### src/rtl/sec_watch_pkg.sv
package sec_watch_pkg;

    typedef enum logic [2:0] {
        CK_OFF  = 3'd0,
        CK_WIN  = 3'd1,
        CK_MODE = 3'd2,
        CK_SEQ  = 3'd3,
        CK_SELF = 3'd4
    } chk_e;

    typedef enum logic [2:0] {
        S_IDLE,
        S_WATCH,
        S_ARMED,
        S_TRIP,
        S_PARK
    } st_e;

    localparam logic [1:0] RA_CTRL = 2'd0;
    localparam logic [1:0] RA_LO   = 2'd1;
    localparam logic [1:0] RA_HI   = 2'd2;
    localparam logic [1:0] RA_CLR  = 2'd3;

    localparam int NOVR    = 3;
    localparam int OV_CLK  = 0;
    localparam int OV_RST  = 1;
    localparam int OV_WIPE = 2;

    // forced value per override channel: clock enable 0, reset 0, wipe 1
    localparam logic [NOVR-1:0] FORCE_VAL = 3'b100;

    localparam int KIND_W  = 3;
    localparam int MSK_LSB = KIND_W;
    localparam int SA_LSB  = MSK_LSB + NOVR;

endpackage

### src/rtl/sec_watch_cfg.sv
module sec_watch_cfg
    import sec_watch_pkg::*;
#(
    parameter int AW   = 16,
    parameter int SW   = 8,
    parameter int DW   = 16,
    parameter int SELW = $clog2(SW)
) (
    input  logic            clk,
    input  logic            rst_n,
    input  logic            we,
    input  logic [1:0]      addr,
    input  logic [DW-1:0]   wdata,
    output chk_e            kind,
    output logic [NOVR-1:0] mask,
    output logic [SELW-1:0] sel_a,
    output logic [SELW-1:0] sel_b,
    output logic [AW-1:0]   win_lo,
    output logic [AW-1:0]   win_hi,
    output logic            cfg_wr,
    output logic            clr
);
    localparam int SB_LSB = SA_LSB + SELW;

    chk_e            kind_q;
    logic [NOVR-1:0] mask_q;
    logic [SELW-1:0] sa_q, sb_q;
    logic [AW-1:0]   lo_q, hi_q;

    always_ff @(posedge clk or negedge rst_n) begin
        if (!rst_n) begin
            kind_q <= CK_OFF;
            mask_q <= '0;
            sa_q   <= '0;
            sb_q   <= '0;
            lo_q   <= '0;
            hi_q   <= '0;
        end else if (we) begin
            unique case (addr)
                RA_CTRL: begin
                    kind_q <= (wdata[KIND_W-1:0] <= 3'd4) ? chk_e'(wdata[KIND_W-1:0]) : CK_OFF;
                    mask_q <= wdata[MSK_LSB +: NOVR];
                    sa_q   <= wdata[SA_LSB +: SELW];
                    sb_q   <= wdata[SB_LSB +: SELW];
                end
                RA_LO:   lo_q <= wdata[AW-1:0];
                RA_HI:   hi_q <= wdata[AW-1:0];
                default: ;
            endcase
        end
    end

    assign kind   = kind_q;
    assign mask   = mask_q;
    assign sel_a  = sa_q;
    assign sel_b  = sb_q;
    assign win_lo = lo_q;
    assign win_hi = hi_q;
    assign cfg_wr = we;
    assign clr    = we && (addr == RA_CLR) && wdata[0];

endmodule

### src/rtl/sec_watch_eval.sv
module sec_watch_eval #(
    parameter int AW   = 16,
    parameter int SW   = 8,
    parameter int SELW = $clog2(SW)
) (
    input  logic            clk,
    input  logic            rst_n,
    input  logic            mon_valid,
    input  logic [AW-1:0]   mon_addr,
    input  logic [SW-1:0]   mon_sig,
    input  logic [SELW-1:0] sel_a,
    input  logic [SELW-1:0] sel_b,
    input  logic [AW-1:0]   win_lo,
    input  logic [AW-1:0]   win_hi,
    input  logic            in_field,
    input  logic            test_en,
    input  logic            debug_en,
    output logic            win_hit,
    output logic            mode_entry,
    output logic            sig_a,
    output logic            sig_b,
    output logic            self_ok
);
    function automatic logic inside_win(input logic [AW-1:0] a,
                                        input logic [AW-1:0] lo,
                                        input logic [AW-1:0] hi);
        return (a >= lo) && (a <= hi);
    endfunction

    logic req, req_q;
    assign req = test_en | debug_en;

    always_ff @(posedge clk or negedge rst_n) begin
        if (!rst_n) req_q <= 1'b0;
        else        req_q <= req;
    end

    assign win_hit    = mon_valid && inside_win(mon_addr, win_lo, win_hi);
    assign self_ok    = inside_win(win_lo, win_lo, win_hi);
    assign mode_entry = in_field && req && !req_q;
    assign sig_a      = mon_sig[sel_a];
    assign sig_b      = mon_sig[sel_b];

    // an entry is an edge, never two cycles in a row
    assert_entry_edge_R3: assert property (@(posedge clk) disable iff (!rst_n)
        mode_entry |=> !mode_entry);

endmodule

### src/rtl/sec_watch_fsm.sv
module sec_watch_fsm
    import sec_watch_pkg::*;
(
    input  logic       clk,
    input  logic       rst_n,
    input  logic       cfg_wr,
    input  logic       clr,
    input  chk_e       kind,
    input  logic       win_hit,
    input  logic       mode_entry,
    input  logic       sig_a,
    input  logic       sig_b,
    input  logic       self_ok,
    output logic       alert_pulse,
    output logic       alert_level,
    output logic [2:0] alert_code,
    output logic       fire_ovr
);
    st_e        st_q, st_d;
    logic       viol;
    logic       level_q;
    logic [2:0] code_q;

    always_ff @(posedge clk or negedge rst_n) begin
        if (!rst_n) st_q <= S_IDLE;
        else        st_q <= st_d;
    end

    always_comb begin
        st_d = st_q;
        viol = 1'b0;
        unique case (st_q)
            S_IDLE:  st_d = (kind == CK_OFF) ? S_IDLE : S_WATCH;
            S_WATCH: begin
                unique case (kind)
                    CK_WIN:  viol = win_hit;
                    CK_MODE: viol = mode_entry;
                    CK_SEQ: begin
                        viol = sig_b;
                        if (!sig_b && sig_a) st_d = S_ARMED;
                    end
                    CK_SELF: viol = self_ok;
                    default: st_d = S_IDLE;
                endcase
            end
            S_ARMED: if (sig_b) st_d = S_WATCH;
            S_TRIP:  st_d = (kind == CK_SELF) ? S_PARK : S_WATCH;
            S_PARK:  st_d = S_PARK;
            default: st_d = S_IDLE;
        endcase
        if (viol) st_d = S_TRIP;
        if (cfg_wr) begin
            st_d = S_IDLE;
            viol = 1'b0;
        end
    end

    always_ff @(posedge clk or negedge rst_n) begin
        if (!rst_n) begin
            level_q <= 1'b0;
            code_q  <= 3'd0;
        end else if (clr) begin
            level_q <= 1'b0;
            code_q  <= 3'd0;
        end else if (viol) begin
            level_q <= 1'b1;
            code_q  <= kind;
        end
    end

    assign alert_pulse = (st_q == S_TRIP);
    assign alert_level = level_q;
    assign alert_code  = code_q;
    assign fire_ovr    = viol && (kind != CK_SELF);

    assert_pulse_one_cycle_R5: assert property (@(posedge clk) disable iff (!rst_n)
        alert_pulse |=> !alert_pulse);

    assert_level_sticky_R5: assert property (@(posedge clk) disable iff (!rst_n)
        (alert_level && !clr) |=> alert_level);

    assert_pulse_with_level_R5: assert property (@(posedge clk) disable iff (!rst_n)
        alert_pulse |-> alert_level);

    assert_cfg_quiet_R8: assert property (@(posedge clk) disable iff (!rst_n)
        cfg_wr |=> !alert_pulse ##1 !alert_pulse);

    assert_clear_level_R9: assert property (@(posedge clk) disable iff (!rst_n)
        clr |=> (!alert_level && alert_code == 3'd0));

endmodule

### src/rtl/sec_watch_ovr.sv
module sec_watch_ovr
    import sec_watch_pkg::*;
(
    input  logic            clk,
    input  logic            rst_n,
    input  logic            clr,
    input  logic            fire,
    input  logic [NOVR-1:0] mask,
    input  logic [NOVR-1:0] fn_in,
    output logic [NOVR-1:0] fn_out
);
    logic [NOVR-1:0] hold_q;

    always_ff @(posedge clk or negedge rst_n) begin
        if (!rst_n)    hold_q <= '0;
        else if (clr)  hold_q <= '0;
        else if (fire) hold_q <= hold_q | mask;
    end

    for (genvar gi = 0; gi < NOVR; gi++) begin : g_mux
        assign fn_out[gi] = hold_q[gi] ? FORCE_VAL[gi] : fn_in[gi];

        assert_hold_sticky_R6: assert property (@(posedge clk) disable iff (!rst_n)
            (hold_q[gi] && !clr) |=> hold_q[gi]);
    end

    assert_release_R9: assert property (@(posedge clk) disable iff (!rst_n)
        clr |=> (fn_out == fn_in));

endmodule

### src/rtl/sec_watch_top.sv
module sec_watch_top
    import sec_watch_pkg::*;
#(
    parameter int AW = 16,
    parameter int SW = 8,
    parameter int DW = 16
) (
    input  logic          clk,
    input  logic          rst_n,
    input  logic          cfg_we,
    input  logic [1:0]    cfg_addr,
    input  logic [DW-1:0] cfg_wdata,
    input  logic          mon_valid,
    input  logic [AW-1:0] mon_addr,
    input  logic [SW-1:0] mon_sig,
    input  logic          in_field,
    input  logic          test_en,
    input  logic          debug_en,
    input  logic          blk_clk_en_i,
    input  logic          blk_rst_n_i,
    input  logic          blk_wipe_i,
    output logic          blk_clk_en_o,
    output logic          blk_rst_n_o,
    output logic          blk_wipe_o,
    output logic          alert_pulse,
    output logic          alert_level,
    output logic [2:0]    alert_code
);
    localparam int SELW = $clog2(SW);

    chk_e            kind;
    logic [NOVR-1:0] mask;
    logic [SELW-1:0] sel_a, sel_b;
    logic [AW-1:0]   win_lo, win_hi;
    logic            cfg_wr, clr;
    logic            win_hit, mode_entry, sig_a, sig_b, self_ok;
    logic            fire_ovr;
    logic [NOVR-1:0] fn_in, fn_out;

    sec_watch_cfg #(.AW(AW), .SW(SW), .DW(DW), .SELW(SELW)) u_cfg (
        .clk(clk), .rst_n(rst_n), .we(cfg_we), .addr(cfg_addr), .wdata(cfg_wdata),
        .kind(kind), .mask(mask), .sel_a(sel_a), .sel_b(sel_b),
        .win_lo(win_lo), .win_hi(win_hi), .cfg_wr(cfg_wr), .clr(clr)
    );

    sec_watch_eval #(.AW(AW), .SW(SW), .SELW(SELW)) u_eval (
        .clk(clk), .rst_n(rst_n), .mon_valid(mon_valid), .mon_addr(mon_addr),
        .mon_sig(mon_sig), .sel_a(sel_a), .sel_b(sel_b), .win_lo(win_lo), .win_hi(win_hi),
        .in_field(in_field), .test_en(test_en), .debug_en(debug_en),
        .win_hit(win_hit), .mode_entry(mode_entry), .sig_a(sig_a), .sig_b(sig_b),
        .self_ok(self_ok)
    );

    sec_watch_fsm u_fsm (
        .clk(clk), .rst_n(rst_n), .cfg_wr(cfg_wr), .clr(clr), .kind(kind),
        .win_hit(win_hit), .mode_entry(mode_entry), .sig_a(sig_a), .sig_b(sig_b),
        .self_ok(self_ok), .alert_pulse(alert_pulse), .alert_level(alert_level),
        .alert_code(alert_code), .fire_ovr(fire_ovr)
    );

    assign fn_in[OV_CLK]  = blk_clk_en_i;
    assign fn_in[OV_RST]  = blk_rst_n_i;
    assign fn_in[OV_WIPE] = blk_wipe_i;

    sec_watch_ovr u_ovr (
        .clk(clk), .rst_n(rst_n), .clr(clr), .fire(fire_ovr), .mask(mask),
        .fn_in(fn_in), .fn_out(fn_out)
    );

    assign blk_clk_en_o = fn_out[OV_CLK];
    assign blk_rst_n_o  = fn_out[OV_RST];
    assign blk_wipe_o   = fn_out[OV_WIPE];

    // a self-test detection never moves an override
    assert_self_no_ovr_R10: assert property (@(posedge clk) disable iff (!rst_n)
        (kind == CK_SELF && !cfg_wr && fn_out == fn_in) |=> (fn_out == fn_in) || $changed(fn_in));

endmodule

### config.mk
export PLATFORM = sky130hd
export DESIGN_NAME = sec_watch_top
export DESIGN_NICKNAME = d
export VERILOG_FILES = /design/src/rtl/sec_watch_pkg.sv /design/src/rtl/sec_watch_cfg.sv /design/src/rtl/sec_watch_eval.sv /design/src/rtl/sec_watch_fsm.sv /design/src/rtl/sec_watch_ovr.sv /design/src/rtl/sec_watch_top.sv
export SDC_FILE = /design/constraint.sdc
export NUM_CORES = 1
export LEC_CHECK = 0
export CORE_MARGIN = 1.5
export CORE_UTILIZATION = 54
export CTS_CLUSTER_DIAMETER = 40
export DETAILED_ROUTE_END_ITERATION = 16
export MAX_ROUTING_LAYER = met4
export PLACE_DENSITY = 0.8
export SLEW_MARGIN = 30
export SYNTH_ARGS = -nofsm -noshare
export SYNTH_HDL_FRONTEND = slang
export SYNTH_HIERARCHICAL = 1
export SYNTH_SLANG_ARGS = --single-unit
### constraint.sdc
create_clock -name clk -period 3.5 [get_ports clk]
set_input_delay 0.7 -clock clk [delete_from_list [all_inputs] [get_ports clk]]
set_output_delay 0.7 -clock clk [all_outputs]
set_load 0.01 [all_outputs]
==> metrics.md <==
| Metric | Value |
|---|---|
| Status | `finished with violations` |
| Failing checks | `DRC` |
| Die Ht | `85.1 um` |
| Commonest cells post-synth | `dfrtp_1 (55), ha_1 (48), mux2_2 (46)` |
| Synth Area in Compound Gates | `9.77%` |
| Pins Over Slew Limit | `0` |
| Max Cap Viol | `0` |
| Synthesized area | `0.00364 mm^2` |
| Critical Path Fanout Max | `3` |
| Initial drt markers | `155` |
| Mapped Nets | `421` |
| Core area | `0.00642 mm^2` |
| Vias | `2614` |
| Routed Antenna Nets | `0` |
| First-pass GRT wire length | `13.1 mm` |
| Clk_lat worst skew | `0.31 ns` |
| Ys async rst share | `100%` |
| Ports | `60` |
| GRT Residual Overflow | `0` |
| Area added between synthesis and finish | `20.2%` |
| DR pass1 iterations | `11` |
| Worst path slowest cell | `clkdlybuf4s50_1` |
| Hold Vio Cnt, Final | `0` |
| Setup Viol. Count Final | `0` |
| Post-synth top flop | `dfrtp_1` |
| Unrepaired setup endpoints after global routing | `no` |
| Worst rel slew slack | `53.5%` |
| Layout cell share with drive strength beyond 1 | `18.3%` |
| Count of flip-flops with a built-in enable after synthesis | `0` |
| Layout Skew | `0.0135 ns` |
| Syn Inst Count | `321` |
| R2R depth | `13` |
| Post-synthesis mux area share | `17.5%` |
| Post-Synth Simple-Gate Area | `12.8%` |
| Die ar. | `0.00723 mm^2` |
| Critical path, cell by cell | `clkdlybuf4s50_1, ha_1, a21oi_1, o21ai_0, a221oi_1, o211ai_1, a22oi_1, nand3b_1, a21oi_1, o2111a_2, a21boi_1, a21oi_1, nor2_1` |
| Register area share after synthesis | `37.9%` |
| Launching point of the worst reg2reg path | `u_cfg/win_hi[5]` |
| Routability cong. | `0.880` |
| Yosys Warn Count | `6` |
| Reg clk slew, reported paths | `0.11 ns` |
| Clock Sinks | `55` |
| Final period utilization | `92.1%` |
| Wire per inst | `16.8 um` |
| Nets@finish | `482` |
| Synth area leader | `dfrtp_1` |
| Setup CP Type | `input pin to flop` |
| Gr usage total | `23.8%` |
| Worst min-delay path category | `input pin to async pin` |
| Count leader, synth | `dfrtp_1` |
| Crit path required time | `3.75 ns` |
| Worst slew pin tran | `0.698 ns` |
| Final Critical Period | `3.22 ns` |
| Arrival time worst endpoint | `3.47 ns` |
| Die W | `85.1 um` |
| Crit end category | `flop` |
| Synth top area share | `37.9%` |
| Leakage | `2.03 nW` |
| Antenna violations before repair | `0` |
| CTS Buf Count | `5` |
| Vias in the first global route | `2705` |
| Port-buffer cells | `59` |
| Post-Synth Adder-Cell Area | `16.5%` |
| Clock Path Buffers | `2` |
| CP dominant cell by count | `a21oi_1` |
| Avg Inst Size Synth | `11.3 um^2` |
| Fin Hold WS | `0.425 ns` |
| Register bit total from synthesis | `55` |
| DRC Markers | `3` |
| Startpoint Class | `input pin` |
| Power Density | `437 mW/mm^2` |
| Average via count per standard cell | `5.68` |
| CTS root buf | `clkbuf_8` |
| Max VDD drop | `289 uV` |
| Post-CTS sizing | `0` |
| Largest family of logic cells by synthesized area | `multiplexers` |
| FP Rows | `29` |
| Antenna diode count | `0` |
| CTS tree | `yes` |
| Setup bufs post-CTS | `0` |
| Largest cells by area after synthesis | `dfrtp_1 (38%), ha_1 (17%), mux2_2 (14%)` |
| CTS Hold Buffers Added | `0` |
| Largest net degree at the start of global routing | `31` |
| Final wirelength | `7.74 mm` |
| # H-tree levels | `2` |
| Initial core utilization | `56.6%` |
| Setup TNS Final | `0 ns` |
| Number of distinct library cells after synthesis | `52` |
| Synth Area in XOR/XNOR | `0%` |
| Post-DP HPWL | `6.01 mm` |
| CP max stage delay | `0.45 ns` |
| Highest Clock Rate | `310 MHz` |
| Crit. Startpoint | `mon_addr[5]` |
-- area by class of cell --
cell class	instances	area, um^2
Sequential cell	55	1380
Inverter	33	124
Fill cell	506	2050
Multi-Input combinational cell	226	2060
Timing Repair Buffer	61	601
Clock inverter	2	38.8
Clock buffer	6	72.6
Tap cell	77	96.3
-- where the power goes --
| group | internal, W | switching, W | leakage [nW] | total (W) |
|---|---|---|---|---|
| clock network | 0.000217 | 0.000216 | 0.0558 | 0.000433 |
| logic | 0.000347 | 0.000300 | 1.31 | 0.000647 |
| registers | 0.000741 | 0.0000897 | 0.673 | 0.000831 |
-- kinds of logic (layout without fill, tap and decap cells) --
group	after synthesis	count (layout)
AOI/OAI and AO/OA	55	55
DFF	55	55
buffers and inverters	40	102
adders and majority gates	48	48
and+or+nand+nor	70	70
muxes	53	53
-- worst paths after layout --
check                                     to  slack, ns
min in group clk           u_fsm/alert_level       0.51
max reg2reg                  u_ovr/hold_q[0]       0.72
min reg2reg                u_fsm/alert_level       0.51
max in group asynchronous    u_cfg/win_lo[6]       2.26
max                          u_ovr/hold_q[0]       0.28
min                          u_cfg/win_lo[3]       0.42
-- worst max-delay path: cells and delay by family --
kind                       cells  cell delay [ns]
AOI/OAI and AO/OA              9             1.77
adders and majority gates      1             0.32
buffers and inverters          1             0.45
and+or+nand+nor                2             0.22
-- routing by layer --
layer	share of wire [%]	routed length (um)	track usage, %
met1	45	3490	30.4
met3	4.0	312	3.50
met5	0	0	-
met4	0.88	68	5.96
met2	50	3870	39.8
-- stage by stage --
| step | instances | instance area, um^2 | setup slack (ns) | total power (W) | utilization, % |
|---|---|---|---|---|---|
| final | 460 | 4370 | 0.275 | 0.00191 | 68.0 |
| after global routing | 460 | 4370 | 0.0383 | 0.00205 | 68.0 |
| after CTS | 460 | 4370 | 0.290 | 0.00192 | 68.0 |
| after detailed placement | 452 | 4260 | -0.0460 | 0.00148 | 66.3 |
| after global placement | 452 | 4260 | 0.0319 | 0.00145 | 66.3 |
| after floorplan | 321 | 3640 | 0.714 | 0.00126 | - |
-- placed cells by master (no fill, tap or decap), types with 2 or more instances in the layout --
| master | n |
|---|---|
| a21oi_1 | 22 |
| nand2_1 | 8 |
| mux2_2 | 46 |
| clkdlybuf4s50_1 | 58 |
| inv_1 | 33 |
| nand4_1 | 8 |
| nor3b_1 | 2 |
| nand3b_4 | 2 |
| nand3_1 | 4 |
| and4_1 | 2 |
| nand3b_1 | 2 |
| mux4_2 | 4 |
| buf_4 | 2 |
| a21o_1 | 4 |
| mux2i_1 | 3 |
| ha_1 | 48 |
| clkbuf_8 | 5 |
| o21ai_0 | 9 |
| nor2b_1 | 8 |
| nor2_1 | 10 |
| o211ai_1 | 4 |
| nor3_1 | 3 |
| and3b_1 | 2 |
| nand2b_1 | 6 |
| dfrtp_1 | 55 |
| a32oi_1 | 2 |
Note: power is estimated with default switching activity, not from simulation.
